File: src/rtl/rmii_rx_pkg.sv
package rmii_rx_pkg;

    typedef enum logic [1:0] {
        ST_IDLE     = 2'd0,
        ST_PREAMBLE = 2'd1,
        ST_PAYLOAD  = 2'd2,
        ST_DISCARD  = 2'd3
    } rx_state_e;

    localparam logic [1:0] DIBIT_QUIET = 2'b00;
    localparam logic [1:0] DIBIT_PRE   = 2'b01;
    localparam logic [1:0] DIBIT_SFD   = 2'b11;

endpackage

File: src/rtl/rmii_rx_sync.sv
module rmii_rx_sync #(
    parameter int STAGES  = 2,
    parameter int DIBIT_W = 2
) (
    input  logic               clk,
    input  logic               rst_n,
    input  logic               crs_in,
    input  logic [DIBIT_W-1:0] rxd_in,
    input  logic               er_in,
    output logic               crs_s,
    output logic [DIBIT_W-1:0] rxd_s,
    output logic               er_s
);

    localparam int LAST = STAGES - 1;

    logic [STAGES-1:0]  crs_q;
    logic [STAGES-1:0]  er_q;
    logic [DIBIT_W-1:0] rxd_q [STAGES];

    // Carrier is resynchronized; data and error ride an equal-length pipe
    always_ff @(posedge clk or negedge rst_n) begin
        if (!rst_n) begin
            crs_q <= '0;
            er_q  <= '0;
            for (int i = 0; i < STAGES; i++) begin
                rxd_q[i] <= '0;
            end
        end else begin
            crs_q[0] <= crs_in;
            er_q[0]  <= er_in;
            rxd_q[0] <= rxd_in;
            for (int i = 1; i < STAGES; i++) begin
                crs_q[i] <= crs_q[i-1];
                er_q[i]  <= er_q[i-1];
                rxd_q[i] <= rxd_q[i-1];
            end
        end
    end

    assign crs_s = crs_q[LAST];
    assign er_s  = er_q[LAST];
    assign rxd_s = rxd_q[LAST];

endmodule

File: src/rtl/rmii_rx_packer.sv
module rmii_rx_packer #(
    parameter int BYTE_W  = 8,
    parameter int DIBIT_W = 2,
    parameter int CNT_W   = 2
) (
    input  logic               clk,
    input  logic               rst_n,
    input  logic               clear,
    input  logic               shift,
    input  logic [DIBIT_W-1:0] dibit,
    output logic [BYTE_W-1:0]  byte_out,
    output logic [CNT_W-1:0]   fill,
    output logic               full
);

    localparam int HOLD_W = BYTE_W - DIBIT_W;
    localparam int PER_BYTE = BYTE_W / DIBIT_W;
    localparam logic [CNT_W-1:0] FILL_LAST = CNT_W'(PER_BYTE - 1);

    logic [HOLD_W-1:0] hold_q;
    logic [CNT_W-1:0]  fill_q;

    // Newest di-bit enters at the top, so the first one ends in the LSBs
    assign byte_out = {dibit, hold_q};
    assign full     = shift && (fill_q == FILL_LAST);
    assign fill     = fill_q;

    always_ff @(posedge clk or negedge rst_n) begin
        if (!rst_n) begin
            hold_q <= '0;
            fill_q <= '0;
        end else if (clear) begin
            hold_q <= '0;
            fill_q <= '0;
        end else if (shift) begin
            hold_q <= byte_out[BYTE_W-1:DIBIT_W];
            fill_q <= full ? '0 : fill_q + 1'b1;
        end
    end

endmodule

File: src/rtl/rmii_rx_fsm.sv
module rmii_rx_fsm
    import rmii_rx_pkg::*;
#(
    parameter int BYTE_W  = 8,
    parameter int DIBIT_W = 2,
    parameter int CNT_W   = 2
) (
    input  logic               clk,
    input  logic               rst_n,
    input  logic               crs,
    input  logic [DIBIT_W-1:0] rxd,
    input  logic               er,
    input  logic [BYTE_W-1:0]  pk_byte,
    input  logic [CNT_W-1:0]   pk_fill,
    input  logic               pk_full,
    output logic               pk_clear,
    output logic               pk_shift,
    output logic               out_valid,
    output logic [BYTE_W-1:0]  out_data,
    output logic               out_last,
    output logic               out_err
);

    rx_state_e state_q, state_d;

    logic              err_acc_q;
    logic              pend_v_q;
    logic [BYTE_W-1:0] pend_q;
    logic              sfd_hit;

    assign sfd_hit  = (state_q == ST_PREAMBLE) && crs && (rxd == DIBIT_SFD);
    assign pk_shift = (state_q == ST_PAYLOAD) && crs;
    assign pk_clear = (state_q != ST_PAYLOAD);

    // Next-state logic
    always_comb begin
        state_d = state_q;
        unique case (state_q)
            ST_IDLE: begin
                if (crs) begin
                    if (rxd == DIBIT_PRE) begin
                        state_d = ST_PREAMBLE;
                    end else if (rxd != DIBIT_QUIET) begin
                        state_d = ST_DISCARD;
                    end
                end
            end
            ST_PREAMBLE: begin
                if (!crs) begin
                    state_d = ST_IDLE;
                end else if (rxd == DIBIT_SFD) begin
                    state_d = ST_PAYLOAD;
                end else if (rxd != DIBIT_PRE) begin
                    state_d = ST_DISCARD;
                end
            end
            ST_PAYLOAD: begin
                if (!crs) begin
                    state_d = ST_IDLE;
                end
            end
            ST_DISCARD: begin
                if (!crs) begin
                    state_d = ST_IDLE;
                end
            end
            default: state_d = ST_IDLE;
        endcase
    end

    // State register
    always_ff @(posedge clk or negedge rst_n) begin
        if (!rst_n) begin
            state_q <= ST_IDLE;
        end else begin
            state_q <= state_d;
        end
    end

    // Outputs and frame bookkeeping
    always_ff @(posedge clk or negedge rst_n) begin
        if (!rst_n) begin
            out_valid <= 1'b0;
            out_data  <= '0;
            out_last  <= 1'b0;
            out_err   <= 1'b0;
            err_acc_q <= 1'b0;
            pend_v_q  <= 1'b0;
            pend_q    <= '0;
        end else begin
            out_valid <= 1'b0;
            out_last  <= 1'b0;
            out_err   <= 1'b0;
            if (sfd_hit) begin
                err_acc_q <= 1'b0;
                pend_v_q  <= 1'b0;
            end
            if (state_q == ST_PAYLOAD) begin
                if (crs) begin
                    err_acc_q <= err_acc_q | er;
                    if (pk_full) begin
                        pend_q   <= pk_byte;
                        pend_v_q <= 1'b1;
                        if (pend_v_q) begin
                            out_valid <= 1'b1;
                            out_data  <= pend_q;
                        end
                    end
                end else begin
                    pend_v_q <= 1'b0;
                    if (pend_v_q) begin
                        out_valid <= 1'b1;
                        out_data  <= pend_q;
                        out_last  <= 1'b1;
                        out_err   <= err_acc_q | (pk_fill != '0);
                    end
                end
            end
        end
    end

endmodule

File: src/rtl/rmii_rx_mac.sv
module rmii_rx_mac #(
    parameter int SYNC_STAGES = 2,
    parameter int BYTE_W      = 8,
    parameter int DIBIT_W     = 2
) (
    input  logic               clk,
    input  logic               rst_n,
    input  logic               crs_dv,
    input  logic [DIBIT_W-1:0] rxd,
    input  logic               rx_er,
    input  logic               tx_en,
    output logic               out_valid,
    output logic [BYTE_W-1:0]  out_data,
    output logic               out_last,
    output logic               out_err,
    output logic               collision
);

    localparam int PER_BYTE = BYTE_W / DIBIT_W;
    localparam int CNT_W    = (PER_BYTE > 1) ? $clog2(PER_BYTE) : 1;

    logic               crs_s;
    logic [DIBIT_W-1:0] rxd_s;
    logic               er_s;
    logic [BYTE_W-1:0]  pk_byte;
    logic [CNT_W-1:0]   pk_fill;
    logic               pk_full;
    logic               pk_clear;
    logic               pk_shift;

    rmii_rx_sync #(
        .STAGES  (SYNC_STAGES),
        .DIBIT_W (DIBIT_W)
    ) u_sync (
        .clk    (clk),
        .rst_n  (rst_n),
        .crs_in (crs_dv),
        .rxd_in (rxd),
        .er_in  (rx_er),
        .crs_s  (crs_s),
        .rxd_s  (rxd_s),
        .er_s   (er_s)
    );

    rmii_rx_packer #(
        .BYTE_W  (BYTE_W),
        .DIBIT_W (DIBIT_W),
        .CNT_W   (CNT_W)
    ) u_pack (
        .clk      (clk),
        .rst_n    (rst_n),
        .clear    (pk_clear),
        .shift    (pk_shift),
        .dibit    (rxd_s),
        .byte_out (pk_byte),
        .fill     (pk_fill),
        .full     (pk_full)
    );

    rmii_rx_fsm #(
        .BYTE_W  (BYTE_W),
        .DIBIT_W (DIBIT_W),
        .CNT_W   (CNT_W)
    ) u_fsm (
        .clk       (clk),
        .rst_n     (rst_n),
        .crs       (crs_s),
        .rxd       (rxd_s),
        .er        (er_s),
        .pk_byte   (pk_byte),
        .pk_fill   (pk_fill),
        .pk_full   (pk_full),
        .pk_clear  (pk_clear),
        .pk_shift  (pk_shift),
        .out_valid (out_valid),
        .out_data  (out_data),
        .out_last  (out_last),
        .out_err   (out_err)
    );

    assign collision = tx_en && crs_s;

endmodule

File: config.mk
export PLATFORM = sky130hd
export DESIGN_NAME = rmii_rx_mac
export DESIGN_NICKNAME = d
export VERILOG_FILES = /design/src/rtl/rmii_rx_pkg.sv /design/src/rtl/rmii_rx_sync.sv /design/src/rtl/rmii_rx_packer.sv /design/src/rtl/rmii_rx_fsm.sv /design/src/rtl/rmii_rx_mac.sv
export SDC_FILE = /design/constraint.sdc
export NUM_CORES = 1
export LEC_CHECK = 0
export BUFFER_PORTS_ARGS = -buffer_cell sky130_fd_sc_hd__buf_2
export CAP_MARGIN = 20
export CELL_PAD_IN_SITES_DETAIL_PLACEMENT = 2
export CELL_PAD_IN_SITES_GLOBAL_PLACEMENT = 2
export CORE_ASPECT_RATIO = 0.7
export CORE_MARGIN = 3
export CORE_UTILIZATION = 35
export DETAILED_ROUTE_END_ITERATION = 7
export PLACE_DENSITY = 0.79
export SLEW_MARGIN = 20
export SYNTH_ARGS = -nofsm -noshare
export SYNTH_HDL_FRONTEND = slang
export SYNTH_SLANG_ARGS = --single-unit
File: constraint.sdc
create_clock -name clk -period 1.9 [get_ports clk]
set_input_delay 0 -clock clk [delete_from_list [all_inputs] [get_ports clk]]
set_output_delay 0 -clock clk [all_outputs]
set_load 0.1 [all_outputs]
==> results.json <==
{
  "status": "complete, no violations",
  "drive_above_1_share_pct": 35.66,
  "path_buf_inv": 2,
  "ios": 19,
  "ctsResizeCount": 0,
  "fp.dieH_um": 61.07,
  "ant_nets": 0,
  "max_slew_margin_pct": 43.05,
  "htree_levels": 2,
  "post-cts-setup-buffers": 0,
  "rrSetupSlack_ns": 0.46,
  "yosysUniqueCellTypes": 27,
  "required_ns": 1.90,
  "vdd_ir_drop_max_v": 0.0003946,
  "place_inst": 168,
  "clock_power_share_pct": 35.4,
  "r2r_cells": 4,
  "crit_type": "reg2out",
  "drt-initial-drc-count": 18,
  "routed_wl_um": 2923,
  "dr.pass1.iters": 3,
  "arrival_ns": 1.70,
  "clock_sinks": 39,
  "die_x_um": 84.68,
  "rr_endpoint": "u_fsm.out_data[6]$_DFFE_PN0P_",
  "p_leak_nw": 0.9078,
  "p_switching_mw": 0.3481,
  "via_count": 866,
  "drc_errors": 0,
  "cellPowerDensity_nw_per_um2": 841.5,
  "dieArea_um2": 5171,
  "drv_slew": 0,
  "synth_nets": 110,
  "max_freq_mhz": 589.0,
  "worstSetupStartpointType": "register",
  "tightestPinTransition_ns": 0.8543,
  "syn_to_final_growth_pct": 17.33,
  "path_cells": "buf_4 -> and2_1 -> buf_2",
  "antenna_found_initial": 0,
  "slowest_delay_ns": 0.58,
  "ys_ff_latch": 39,
  "comb_power_share_pct": 6.2,
  "diodes": 0,
  "avgViaCountPerCell": 4.785,
  "cp.depth": 3,
  "finalHoldViolations": 0,
  "rsz0062_at_grt": "no",
  "fin_tns_setup_ns": 0,
  "nNetsFinal": 137,
  "crit_family": "buffers and inverters",
  "crit_start": "u_sync.crs_q[1]$_DFF_PN0_",
  "grt_pass1_wl_um": 4802,
  "hold_path_class": "in2async",
  "start_util_pct": 37.52,
  "skew_ns": 0.006623,
  "synthCells": 101,
  "clock_latency_ns": 0.29,
  "critical_path.slowest_cell": "dfrtp_1",
  "syn_area_um2": 1516,
  "synth_area_per_cell_um2": 15.01,
  "reg2reg_from": "u_pack.fill[0]$_DFFE_PN0P_",
  "min_period_ns": 1.698,
  "avgRoutedWirePerCell_um": 16.15,
  "setup.worst_path.end": "collision",
  "rows": 19,
  "p_int_mw": 1.149,
  "grt_use_total_pct": 12.87,
  "yosysSeqAreaShare_pct": 64.36,
  "grt_pass1_vias": 950,
  "core_area_um2": 4041,
  "overflow": 0,
  "cts_tree": "built",
  "cts_buffers": 5,
  "drv_cap": 0,
  "hpwl_um": 2144,
  "synth_warnings": 0,
  "clock_path_buffers": 2,
  "worstSetupEndpointType": "primary output",
  "clkTransAtPathRegs_ns": 0.07,
  "grt_start_max_net_pins": 40,
  "place_congestion": 0.7140,
  "cts_root_buf": "clkbuf_8",
  "setup_violations": 0,
  "period_share_pct": 89.35,
  "portBuffers": 18,
  "sequentialPowerShare_pct": 58.4,
  "switching_share_pct": 23.25,
  "final_cells": 181,
  "crit_fanout": 12
}
cell type report:
class,count,area [um2]
Multi-Input combinational cell,55,498.0
Clock inverter,1,5.005
Timing Repair Buffer,24,147.6
Inverter,3,11.26
Clock buffer,7,76.32
Sequential cell,39,975.9
Tap cell,52,65.06
Fill cell,404,2262
flip-flops by register name, indices dropped and copies added, names as in the netlist:
| name | count |
|---|---|
| u_sync.rxd_q | 2 |
| u_fsm.err_acc_q | 1 |
| u_pack.fill | 2 |
| u_sync.rxd_s | 2 |
| u_fsm.out_err | 1 |
| u_pack.hold_q | 6 |
| u_sync.crs_q | 2 |
| u_fsm.pend_q | 8 |
| u_fsm.state_q | 2 |
| u_fsm.pend_v_q | 1 |
| u_fsm.out_valid | 1 |
| u_sync.er_q | 2 |
| u_fsm.out_data | 8 |
| u_fsm.out_last | 1 |
per-stage QoR:
step | area (um2) | power, mW | setup WS (ns) | util, % | hold WS (ns)
4_1_cts | 1779 | 1.525 | 0.1700 | 44.02 | 0.3326
3_5_place_dp | 1648 | 0.9796 | 0.4529 | 40.77 | 0.1097
5_1_grt | 1779 | 1.572 | 0.1107 | 44.02 | 0.3494
2_1_floorplan | 1516 | 0.9395 | 0.4752 | - | -0.2956
6_report | 1779 | 1.497 | 0.2023 | 44.02 | 0.3487
3_3_place_gp | 1648 | 0.9702 | 0.5159 | 40.77 | 0.1077
cells in the final DEF, fill, tap and decap left out, types with 2 or more instances in the layout:
cell type | netlist | final
buf_2 | 1 | 18
clkbuf_1 | 1 | 2
clkbuf_8 | 0 | 5
dfrtp_1 | 39 | 39
dlygate4sd3_1 | 0 | 5
ha_1 | 2 | 2
inv_1 | 3 | 3
mux2_2 | 9 | 9
mux2_4 | 8 | 8
mux2i_1 | 7 | 7
nand3_1 | 2 | 2
nor2_1 | 10 | 10
nor2b_1 | 2 | 2
synth_stat cells:
cell      instances  area [um2]
and2_1            1       6.260
mux2_4            8       120.1
nand2b_4          1       13.76
o21bai_1          1       7.510
nand4b_1          1       8.760
dfrtp_1          39       975.9
and3_4            1       11.26
nor3_1            1       5.000
a31oi_1           1       6.260
nand3_2           1       10.01
and3_1            1       6.260
or2b_1            1       7.510
o31a_1            1       8.760
clkbuf_1          1       3.750
nor2b_4           1       13.76
inv_1             3       11.26
mux2_2            9       101.4
buf_2             1       5.000
nor2_1           10       37.54
nand3_1           2       10.01
buf_6             2       22.52
nand3b_1          1       7.510
a21oi_1           1       5.000
ha_1              2       25.02
nand2_1           1       3.750
mux2i_1           7       70.07
nor2b_1           2       12.51
kinds of logic after synthesis:
| kind of cell | synth area share (%) |
|---|---|
| AND/OR/NAND/NOR | 10.15 |
| multiplexers | 19.23 |
| buffers and inverters | 2.805 |
| adder cells (fa/ha/maj) | 1.650 |
| flip-flops | 64.36 |
| AO/OA/AOI/OAI | 1.815 |
worst min-delay path by stage:
stage | end | slack, ns
2_1_floorplan | u_fsm.err_acc_q$_DFF_PN0_ | -0.30
3_3_place_gp | u_sync.er_q[0]$_DFF_PN0_ | 0.11
3_5_place_dp | u_sync.crs_q[0]$_DFF_PN0_ | 0.11
4_1_cts | u_sync.rxd_q[3]$_DFF_PN0_ | 0.33
5_1_grt | u_sync.er_q[0]$_DFF_PN0_ | 0.35
6_report | u_fsm.out_valid$_DFF_PN0_ | 0.35
power groups by stage:
stage	Clock (mW)	Sequential (mW)	Combinational [mW]
floorplan	0	0.882	0.0579
global placement	0	0.888	0.0821
detailed placement	0	0.891	0.0884
CTS	0.554	0.875	0.0965
global route	0.591	0.877	0.105
finish	0.530	0.874	0.0931
layer usage:
metal  vias up  routed length [um]  GRT usage, %
li1        389                   -             -
met1       453                1229         14.40
met2        17                1524         22.85
met3         7                 108         4.011
met4         0                  61         6.772
met5         -                   0             0
what timing repair did:
action                                  CTS  global route
endpoints found under the setup margin    0             0
endpoints found under the hold margin    43             0
hold buffers                              5             0
Note: power is estimated with default switching activity, not from simulation.
